==> config.mk <==
export PLATFORM = sky130hd
export DESIGN_NAME = qdac_par_front
export DESIGN_NICKNAME = d
export VERILOG_FILES = /design/src/rtl/qdac_pkg.sv /design/src/rtl/qdac_addr_dec.sv /design/src/rtl/qdac_input_bank.sv /design/src/rtl/qdac_hold_bank.sv /design/src/rtl/qdac_par_front.sv
export SDC_FILE = /design/constraint.sdc
export NUM_CORES = 1
export LEC_CHECK = 0
export ABC_CLOCK_PERIOD_IN_PS = 970
export BUFFER_PORTS_ARGS = -buffer_cell sky130_fd_sc_hd__buf_4
export CAP_MARGIN = 20
export CORE_MARGIN = 3
export CORE_UTILIZATION = 50
export CTS_CLUSTER_SIZE = 14
export DETAILED_ROUTE_END_ITERATION = 7
export PLACE_DENSITY = 0.71
export REMOVE_ABC_BUFFERS = 1
export SETUP_SLACK_MARGIN = 0.5
export SYNTH_ARGS = -nofsm -noshare
export SYNTH_HDL_FRONTEND = slang
export SYNTH_HIERARCHICAL = 1
export SYNTH_SLANG_ARGS = --single-unit
==> constraint.sdc <==
create_clock -name clk -period 0.97 [get_ports clk]
set_input_delay 0.1455 -clock clk [delete_from_list [all_inputs] [get_ports clk]]
set_output_delay 0.1455 -clock clk [all_outputs]
set_load 0.01 [all_outputs]
==> src/rtl/qdac_pkg.sv <==
package qdac_pkg;
    // Default geometry of the front end
    localparam int unsigned QDAC_CHANNELS = 4;
    localparam int unsigned QDAC_CODE_W   = 8;
    // Reset value of every code register (zero scale)
    localparam logic [QDAC_CODE_W-1:0] QDAC_ZERO_CODE = '0;
endpackage

==> src/rtl/qdac_addr_dec.sv <==
module qdac_addr_dec #(
    parameter int unsigned CHANNELS = qdac_pkg::QDAC_CHANNELS,
    localparam int unsigned ADDR_W  = $clog2(CHANNELS)
) (
    input  logic                en,
    input  logic [ADDR_W-1:0]   addr,
    output logic [CHANNELS-1:0] sel
);
    // One select line per channel, active only while the write strobe is low
    for (genvar g = 0; g < CHANNELS; g++) begin : g_sel
        always_comb begin
            sel[g] = en && (addr == ADDR_W'(g));
        end
    end
endmodule

==> src/rtl/qdac_input_bank.sv <==
module qdac_input_bank #(
    parameter int unsigned CHANNELS = qdac_pkg::QDAC_CHANNELS,
    parameter int unsigned CODE_W   = qdac_pkg::QDAC_CODE_W
) (
    input  logic                             clk,
    input  logic                             rst_n,
    input  logic [CHANNELS-1:0]              sel,
    input  logic [CODE_W-1:0]                data,
    output logic [CHANNELS-1:0][CODE_W-1:0]  in_d,
    output logic [CHANNELS-1:0][CODE_W-1:0]  in_q
);
    typedef struct packed {
        logic [CHANNELS-1:0][CODE_W-1:0] lat;
    } bank_st_t;

    bank_st_t st_d, st_q;

    always_comb begin
        st_d = st_q;
        for (int i = 0; i < CHANNELS; i++) begin
            if (sel[i]) begin
                st_d.lat[i] = data;
            end
        end
    end

    always_ff @(posedge clk or negedge rst_n) begin
        if (!rst_n) begin
            st_q <= '{lat: {CHANNELS{qdac_pkg::QDAC_ZERO_CODE}}};
        end else begin
            st_q <= st_d;
        end
    end

    assign in_d = st_d.lat;
    assign in_q = st_q.lat;

    AST_SEL_ONEHOT0: assert property (@(posedge clk) disable iff (!rst_n)
        $onehot0(sel));

    AST_IDLE_HOLD: assert property (@(posedge clk) disable iff (!rst_n)
        (sel == '0) |=> $stable(in_q));

    for (genvar g = 0; g < CHANNELS; g++) begin : g_chk
        AST_SEL_TAKES: assert property (@(posedge clk) disable iff (!rst_n)
            sel[g] |=> (in_q[g] == $past(data)));

        AST_UNSEL_KEEP: assert property (@(posedge clk) disable iff (!rst_n)
            !sel[g] |=> $stable(in_q[g]));
    end
endmodule

==> src/rtl/qdac_hold_bank.sv <==
module qdac_hold_bank #(
    parameter int unsigned CHANNELS = qdac_pkg::QDAC_CHANNELS,
    parameter int unsigned CODE_W   = qdac_pkg::QDAC_CODE_W
) (
    input  logic                             clk,
    input  logic                             rst_n,
    input  logic                             load,
    input  logic [CHANNELS-1:0][CODE_W-1:0]  in_d,
    output logic [CHANNELS-1:0][CODE_W-1:0]  dac_q
);
    typedef struct packed {
        logic [CHANNELS-1:0][CODE_W-1:0] code;
    } hold_st_t;

    hold_st_t st_d, st_q;

    // Transparent while load is active: takes the next input value so a
    // write and a load sampled together pass through in one clock.
    always_comb begin
        st_d = st_q;
        if (load) begin
            st_d.code = in_d;
        end
    end

    always_ff @(posedge clk or negedge rst_n) begin
        if (!rst_n) begin
            st_q <= '{code: {CHANNELS{qdac_pkg::QDAC_ZERO_CODE}}};
        end else begin
            st_q <= st_d;
        end
    end

    assign dac_q = st_q.code;

    AST_HOLD_STABLE: assert property (@(posedge clk) disable iff (!rst_n)
        !load |=> $stable(dac_q));

    AST_LOAD_ALL: assert property (@(posedge clk) disable iff (!rst_n)
        load |=> (dac_q == $past(in_d)));
endmodule

==> src/rtl/qdac_par_front.sv <==
module qdac_par_front #(
    parameter int unsigned CHANNELS = qdac_pkg::QDAC_CHANNELS,
    parameter int unsigned CODE_W   = qdac_pkg::QDAC_CODE_W,
    localparam int unsigned ADDR_W  = $clog2(CHANNELS),
    localparam int unsigned OUT_W   = CHANNELS * CODE_W
) (
    input  logic              clk,
    input  logic              rst_n,
    input  logic [CODE_W-1:0] bus_data,
    input  logic [ADDR_W-1:0] bus_addr,
    input  logic              wr_n,
    input  logic              ld_n,
    input  logic              shdn_req,
    output logic [OUT_W-1:0]  code_o,
    output logic              off_o
);
    typedef struct packed {
        logic off;
    } top_st_t;

    top_st_t st_d, st_q;

    logic [CHANNELS-1:0]             sel;
    logic [CHANNELS-1:0][CODE_W-1:0] in_d;
    logic [CHANNELS-1:0][CODE_W-1:0] in_q;
    logic [CHANNELS-1:0][CODE_W-1:0] dac_q;

    qdac_addr_dec #(
        .CHANNELS (CHANNELS)
    ) i_dec (
        .en   (!wr_n),
        .addr (bus_addr),
        .sel  (sel)
    );

    qdac_input_bank #(
        .CHANNELS (CHANNELS),
        .CODE_W   (CODE_W)
    ) i_inbank (
        .clk   (clk),
        .rst_n (rst_n),
        .sel   (sel),
        .data  (bus_data),
        .in_d  (in_d),
        .in_q  (in_q)
    );

    qdac_hold_bank #(
        .CHANNELS (CHANNELS),
        .CODE_W   (CODE_W)
    ) i_holdbank (
        .clk   (clk),
        .rst_n (rst_n),
        .load  (!ld_n),
        .in_d  (in_d),
        .dac_q (dac_q)
    );

    // Shutdown flag: independent of the code path
    always_comb begin
        st_d     = st_q;
        st_d.off = shdn_req;
    end

    always_ff @(posedge clk or negedge rst_n) begin
        if (!rst_n) begin
            st_q <= '{off: 1'b0};
        end else begin
            st_q <= st_d;
        end
    end

    assign off_o = st_q.off;

    for (genvar g = 0; g < CHANNELS; g++) begin : g_out
        assign code_o[g*CODE_W +: CODE_W] = dac_q[g];
    end

    AST_SHDN_NO_TOUCH: assert property (@(posedge clk) disable iff (!rst_n)
        (shdn_req && wr_n && ld_n) |=> $stable(code_o));

    AST_STAGE_MATCH: assert property (@(posedge clk) disable iff (!rst_n)
        (!ld_n && !wr_n) |=> (dac_q == in_q));
endmodule

==> results by stage, run 1 <==
Drt:
- Dividing the detail-routed via count by the number of cells gives about 4.8.
- The detailed-route DRC error count is 0.
- The detailed router placed 1495 vias in this run.
- The routed wire length is 5505 um.
- The number of nets still failing antenna checks after routing is 0.
- In the final routed layout, each cell accounts on average for 17.64 um.
- The number of design-rule violations left by the first detailed-router iteration is 86.
- The pre-antenna-repair detailed-routing pass consisted of 4 iterations.

Logic synthesis:
- Yosys printed 6 warnings.
- The average instance in the mapped netlist occupies 19.17 um2.
- In this run the cell area of the synthesized design comes to 0.002741 mm2.
- The share of synthesized area occupied by flip-flops and latches is 0.5933.
- The cell count after synthesis is ~140.
- The synthesized design contains 65 register bits.
- The number of distinct library cell variants in the gate-level netlist after synthesis is 9.

Cells and area:
- The antenna diode instance count is 0.
- The most common cell after layout, fill and taps aside is sky130_fd_sc_hd__dfrtp_1.
- At the end of the flow, the number of nets in the layout was 252.
- In the final layout, the multi-input gates occupy between 0.001 and 0.0015 mm2.
- The number of cells in the finished layout apart from fillers is about 310.
- The layout has between 300 and 400 filler cells.
- The growth of design area from synthesis to finish is 40.26%.
- In the final layout, flip-flops and latches occupy roughly 0.0016 mm2.
- In the final layout, the share of cells above drive strength 1 is 0.7190.
- The finished cells cover ~0.0038 mm2.
- In the layout the commonest cells are sky130_fd_sc_hd__dfrtp_1 (65), sky130_fd_sc_hd__mux2_4 (64), sky130_fd_sc_hd__buf_6 (47).

Worst setup path:
- The element type at the critical path end is a register.
- STA puts the critical path data required time at approximately 1.2 ns.
- STA puts the critical path data arrival time at 1.27 ns.
- The critical path goes through mux2_4, mux2_4.
- The count of buffering cells on the critical path with inverters included is 0.
- The top cell family by delay on the critical path is multiplexers.
- The critical path in this run is classified as reg2reg.
- The peak fanout along the critical path is 2.
- The slowest stage of the critical path is the sky130_fd_sc_hd__dfrtp_1 cell.
- The worst setup path is launched from a register.
- Among the stages of the critical path, the cell type that occurs most often is sky130_fd_sc_hd__mux2_4.
- On the worst path, the slowest cell contributes a delay of around 0.39 ns.

Run status:
- The final reports fail on negative hold slack, negative setup slack.
- The flow ran to the end, but the final reports show violations.

STA:
- Counting I/O delays and the setup requirement, the final critical path takes 1.049 ns.
- The final worst-path cycle share is 1.081.
- The minimum setup slack in the final design is -0.07892 ns.
- Derived from the worst setup path, the maximum achievable clock frequency is 953.4 MHz.
- Setup repair after global routing could not meet its margin everywhere.
- For the final database, setup skew stands at between 0.005 and 0.006 ns.
- The final hold violation count is 66.
- The remaining max-slew budget at the tightest pin is 0.7692.
- The tightest hold path in the finished design has a slack of -0.2170 ns.
- Setup total negative slack on the finished layout was measured at -2.381 ns.
- Setup violations remaining at the end of the flow were counted as between 60 and 70.
- The final-report max-slew violation count is 0.
- The actual slew at the worst max-slew pin is ~0.35 ns.

Pwr:
- For this design the static power due to leakage is approximately 1.9 nW.
- The ratio of total power to cell area is between 2000 and 2500 mW/mm2.
- The design draws ~0.0086 W.
- The peak ir drop on the vdd network is roughly 0.0014 V.

Placement:
- Input and output buffers added on the ports amount to 47.
- The global placement routability congestion is approximately 0.76.
- The post-placement cell count is ~260.
- The area after detailed placement is approximately 0.0032 mm2.
- Detailed placement finished with a half-perimeter wire length of between 3000 and 4000 um.

Clock network:
- The number of clock buffers added by TritonCTS is 9.
- Clock-pin slew was measured on the worst setup and hold paths at 0.06 ns.
- The tree is rooted in a sky130_fd_sc_hd__clkbuf_8.
- The clock network latency to the later pin of the worst-skew pair is around 0.34 ns.
- The clock tree from TritonCTS is done.
- The clock sink count is 65.
- The maximum clock path buffer count is 2.
- CTS built an H-tree with a depth of 3.

Floorplanning:
- The die area is about 0.0064 mm2.
- The I/O pin total is 48.
- The count of standard-cell rows is 26.
- The area of the core is ~0.0052 mm2.
- The height of the die is between 80 and 90 um.
- The horizontal extent of the die is 80.05 um.
- For this configuration, the core starts out at a cell density of 0.5267.

Flow run:
- The total of max-cap violations is 0.

GRT:
- After global routing the overflow that remains totals 0.
- The global-route usage over all layers is 0.1876.
- Entering global routing, the biggest net connects 66 pins.
- The global-route wire length before repair is just under 9000 um.
- The via count of the first global-routing pass is between 1500 and 2000.
- The number of antenna violations at the first check in global routing is 0.

Worst hold path:
- The class of the worst hold path is in2async.
==> metrics by stage <==
step                utilization  hold slack (ns)  setup WS, ns
floorplan                     -          -0.1501       -0.6815
global placement         0.6135           0.1609       -0.4295
detailed placement       0.6135           0.1732       -0.4743
CTS                      0.7202          -0.1994      -0.06818
global route             0.7387          -0.1855      -0.09484
finish                   0.7387          -0.2170      -0.07892
==> registers in the layout, indices dropped and copies added (netlist names) <==
signal,count
i_holdbank/dac_q,32
i_inbank/in_q,32
off_o,1
==> cell type report <==
type,count,area share
Clock buffer,14,0.04491
Clock inverter,2,0.009112
Inverter,2,0.003254
Multi-Input combinational cell,68,0.2616
Sequential cell,65,0.4230
Tap cell,70,0.02278
Timing Repair Buffer,91,0.2353
==> worst paths after layout <==
kind / startpoint / depth (start not counted) / slack, ns / endpoint
setup reg to reg: i_inbank/in_q[27] / 2 / -0.08 / i_holdbank/dac_q[27]
hold reg to reg: i_inbank/in_q[21] / 1 / 0.50 / i_inbank/in_q[21]
max in group asynchronous: rst_n / 2 / 0.89 / i_holdbank/dac_q[28]
setup / recovery: i_inbank/in_q[27] / 2 / -0.08 / i_holdbank/dac_q[27]
min in group clk: shdn_req / 1 / -0.08 / off_o
hold / removal: rst_n / 2 / -0.22 / i_holdbank/dac_q[31]
==> cells by family after synthesis <==
logic type	Yosys count	share of synthesized area
buf+inv	10	0.04519
flops	65	0.5933
mux	64	0.3478
simple gates	4	0.01369
==> cell usage after synthesis <==
cell                      number  area share
sky130_fd_sc_hd__and3_2        1      0.0027
sky130_fd_sc_hd__and3b_1       2      0.0064
sky130_fd_sc_hd__buf_12        3       0.022
sky130_fd_sc_hd__buf_6         5       0.021
sky130_fd_sc_hd__dfrtp_1      65        0.59
sky130_fd_sc_hd__inv_1         2      0.0027
sky130_fd_sc_hd__mux2_2        2      0.0082
sky130_fd_sc_hd__mux2_4       62        0.34
sky130_fd_sc_hd__nor3b_2       1      0.0046
==> repair_timing <==
action,CTS,global route
buffers inserted,22,10
setup endpoints to repair,97,97
resized for setup,50,6
endpoints found under the hold margin,66,66
==> per-layer routing <==
layer  up-vias  wire length (um)  track usage
li1        685                 -            -
met2        32              2671       0.2823
met1       770              2564       0.2558
met3         8               199      0.05643
met4         0                70      0.07095
met5         -                 0            0
==> power by group <==
part,switching (W),internal [W]
clock,0.000959,0.00140
combinational,0.000820,0.00183
sequential,0.000341,0.00329
Note: power is estimated with default switching activity, not from simulation.
==> inputs of run 2 (changes only) <==
--- a/config.mk
+++ b/config.mk
@@ -5,7 +5,7 @@
 export SDC_FILE = /design/constraint.sdc
 export NUM_CORES = 1
 export LEC_CHECK = 0
-export ABC_CLOCK_PERIOD_IN_PS = 970
+export ABC_CLOCK_PERIOD_IN_PS = 900
 export BUFFER_PORTS_ARGS = -buffer_cell sky130_fd_sc_hd__buf_4
 export CAP_MARGIN = 20
 export CORE_MARGIN = 3
==> constraint.sdc (replaced) <==
create_clock -name clk -period 0.9 [get_ports clk]
set_input_delay 0.135 -clock clk [delete_from_list [all_inputs] [get_ports clk]]
set_output_delay 0.135 -clock clk [all_outputs]
set_load 0.01 [all_outputs]
==> results by stage, run 2 (synthesis results as in run 1) <==
STA:
- Setup repair after global routing could not meet its margin everywhere.
- The worst slack on hold paths is -0.2190 ns (-0.002015 ns).
- The number of setup violations in the final report is 68 (+6.3%).
- The actual slew at the worst max-slew pin is 0.3344 ns (-0.01184 ns).
- The minimum period implied by the final worst setup slack is 1.046 ns (-0.002507 ns).
- The worst clock skew on the final layout is 0.006357 ns (+0.0007799 ns).
- The aggregate negative setup slack is -6.875 ns (-4.494 ns).
- The highest clock rate came to 955.6 MHz (+0.24%).
- The final-report max-slew violation count was 0 (unchanged).
- The remaining max-slew budget at the tightest pin is 0.7771 (+0.007892).
- The final worst-path cycle share is 1.163 (+0.08132).
- The final hold violation count was 66 (unchanged).
- The minimum setup slack in the final design is -0.1464 ns (-0.06749 ns).

Worst setup path:
- The worst register-to-register path begins at i_inbank/in_q[27].
- STA classifies the critical path endpoint as a register.
- Traced cell by cell, the critical path runs through mux2_4, mux2_4.
- The logic depth of the worst register-to-register path was 2 (unchanged).
- The required time at the worst-slack endpoint is 1.12 ns (-0.07 ns).
- The count of buffering cells on the critical path with inverters included was 0 (unchanged).
- The critical path start-end classification is reg2reg.
- The arrival time of data at the critical path endpoint is 1.27 ns (about the same).
- The cell type with the highest occurrence count on the critical path is sky130_fd_sc_hd__mux2_4.
- The largest incremental delay on the critical path is 0.39 ns (about the same).
- The launching element type of the critical path is a register.
- The minimum setup slack among reg-to-reg paths was -0.15 ns (-0.07 ns).
- The top cell family by delay on the critical path is multiplexers.
- The worst register-to-register path ends at i_holdbank/dac_q[27].
- The slowest cell on the critical path is sky130_fd_sc_hd__dfrtp_1.
- The peak fanout along the critical path is 2 (unchanged).

Drt:
- The total via count in the routed design is 1496 (+0.067%).
- The number of design-rule violations left by the first detailed-router iteration was 82 (-4.7%).
- The detailed-route wire length per cell is 17.83 um (+1.1%).
- The number of nets still failing antenna checks after routing is 0 (unchanged).
- The detailed-route DRC error count is 0 (unchanged).
- The detail-routed via count per cell is 4.795 (about the same).
- The routed wire length is 5563 um (+1.1%).
- The count of TritonRoute iterations in the first routing pass is 4 (unchanged).

Pwr:
- The leakage power is 1.912 nW (-0.22%).
- The ratio of total power to cell area was 2430 mW/mm2 (+8.3%).
- The sequential share of power came to 0.420 (about the same).
- The overall power consumption was 0.009321 W (+8.0%).
- The switching fraction of total power is 0.2487 (+0.002917).
- The net switching power figure came to 0.002318 W (+9.3%).
- The clock power share is 0.276 (+0.003).
- The internal power of the cells is 0.007003 W (+7.6%).
- The peak ir drop on the vdd network is 0.001411 V (about the same).
- The proportion of power drawn by combinational gates came to 0.304 (-0.003).

GRT:
- The overall overflow remaining after global route is 0 (unchanged).
- The global-route layer with the greatest usage is met2.
- The via count of the first global-routing pass was 1620 (+1.3%).
- The met3 demand-to-capacity share in global routing is 0.05530 (-0.001129).
- The met2 usage is 0.2823 (unchanged).
- The number of antenna violations at the first check in global routing is 0 (unchanged).
- The largest net degree at the start of global routing is 66 (unchanged).
- The global-route wire length before repair is 8700 um (unchanged).
- The met1 track demand over resource in global routing is 0.2556 (about the same).
- The global-route usage over all layers is 0.1873 (-0.0002870).

Run status:
- The run finished, with violations left.
- The checks that failed: negative hold slack, negative setup slack.

Clock network:
- The root buffer cell chosen for the clock tree is sky130_fd_sc_hd__clkbuf_8.
- The clock sink count is 65 (unchanged).
- The number of CTS-inserted buffers was 9 (unchanged).
- The maximum clock path buffer count came to 2 (unchanged).
- The clock network latency to the later pin of the worst-skew pair is 0.34 ns (about the same).
- The clock-pin slew of the registers on the worst-case setup and hold paths came to 0.06 ns (about the same).
- The clock tree from TritonCTS is done.
- The maximum level of the CTS H-tree was 3 (unchanged).

Worst hold path:
- The class of the worst hold path is in2async.

Cells and area:
- The number of nets at the end of the flow is 252 (unchanged).
- Relative to the synthesized area, the layout overhead comes to 39.89%.
- In the layout the commonest cells are sky130_fd_sc_hd__dfrtp_1 (65), sky130_fd_sc_hd__mux2_4 (64), sky130_fd_sc_hd__buf_6 (44).
- The fraction of final layout cells with drive strength greater than 1 is 0.7231 (+0.004132).
- The antenna diode instance count is 0 (unchanged).
- The post-route cell area is 0.003835 mm2 (-0.26%).
- The library cell used most frequently in the layout, excluding fill and tap cells, is sky130_fd_sc_hd__dfrtp_1.

Floorplanning:
- The height of the die was 80.05 um (unchanged).
- The I/O pin total is 48 (unchanged).
- The horizontal extent of the die is 80.05 um (unchanged).
- The area of the core is 0.005205 mm2 (unchanged).
- The initial standard-cell utilization of the core is 0.5267 (unchanged).
- The die area is 0.006407 mm2 (unchanged).
- The count of standard-cell rows is 26 (unchanged).

Placement:
- The area after detailed placement was 0.003193 mm2 (unchanged).
- The global placement routability congestion is 0.7562 (unchanged).
- The placed wire-length estimate is 3361 um (unchanged).
- The number of buffers added on ports was 47 (unchanged).

Flow run:
- The total of max-cap violations is 0 (unchanged).
==> run 2: cell types whose count changed in the layout (fill, tap and decap cells not counted) <==
cell / previous run / this run
sky130_fd_sc_hd__and3b_2: 1 / 2
sky130_fd_sc_hd__and3b_1: 1 / 0
sky130_fd_sc_hd__buf_6: 47 / 44
sky130_fd_sc_hd__buf_4: 40 / 43
==> run 2: worst reg2reg max path, stage by stage, from the launching register on <==
cell                      delay (ns)
sky130_fd_sc_hd__dfrtp_1        0.39
sky130_fd_sc_hd__mux2_4         0.28
sky130_fd_sc_hd__mux2_4         0.26
==> run 2: metrics by stage <==
stage,hold slack (ns),setup slack [ns],cells,util
2_1_floorplan,-0.1606,-0.7410,135,-
3_3_place_gp,0.1504,-0.4890,264,0.6135
3_5_place_dp,0.1627,-0.5338,264,0.6135
4_1_cts,-0.2099,-0.1277,302,0.7180
5_1_grt,-0.1937,-0.1539,312,0.7368
6_report,-0.2190,-0.1464,312,0.7368
==> run 2: worst max-delay path by stage <==
stage / slack, ns / cells after the start / endpoint / from
final: -0.15 / 2 / i_holdbank/dac_q[27] / i_inbank/in_q[27]
after global routing: -0.15 / 1 / code_o[5] / i_holdbank/dac_q[5]
after CTS: -0.13 / 1 / code_o[3] / i_holdbank/dac_q[3]
after detailed placement: -0.53 / 6 / i_holdbank/dac_q[6] / wr_n
after global placement: -0.49 / 6 / i_holdbank/dac_q[15] / wr_n
after floorplan: -0.74 / 2 / i_holdbank/dac_q[13] / ld_n
==> run 2: what timing repair did <==
item,in CTS,in global routing
gates cloned,0,0
endpoints found under the hold margin,66,66
setup buffers,22,10
resized for setup,47,7
endpoints found under the setup margin,97,97
==> run 2: power by group through the flow <==
stage	logic, W	clock network [W]	registers (W)
global placement	0.00201	0	0.00387
global route	0.00302	0.00277	0.00397
detailed placement	0.00207	0	0.00389
finish	0.00284	0.00257	0.00392
CTS	0.00268	0.00260	0.00390
floorplan	0.00104	0	0.00398
==> run 2: area by class of cell <==
class / instances / area, um2
flip-flops and latches: 65 / 1627
inverters: 2 / 12.51
clock inverters: 2 / 35.03
well taps: 70 / 87.58
clock buffers: 14 / 172.7
fillers: 319 / 1370
repair buffers: 91 / 893.4
multi-input cells: 68 / 1007
==> run 2: per-layer routing <==
layer,vias up,part of all wire
met5,-,0
met4,0,0.019
met3,12,0.042
met2,39,0.49
met1,759,0.45
li1,686,-
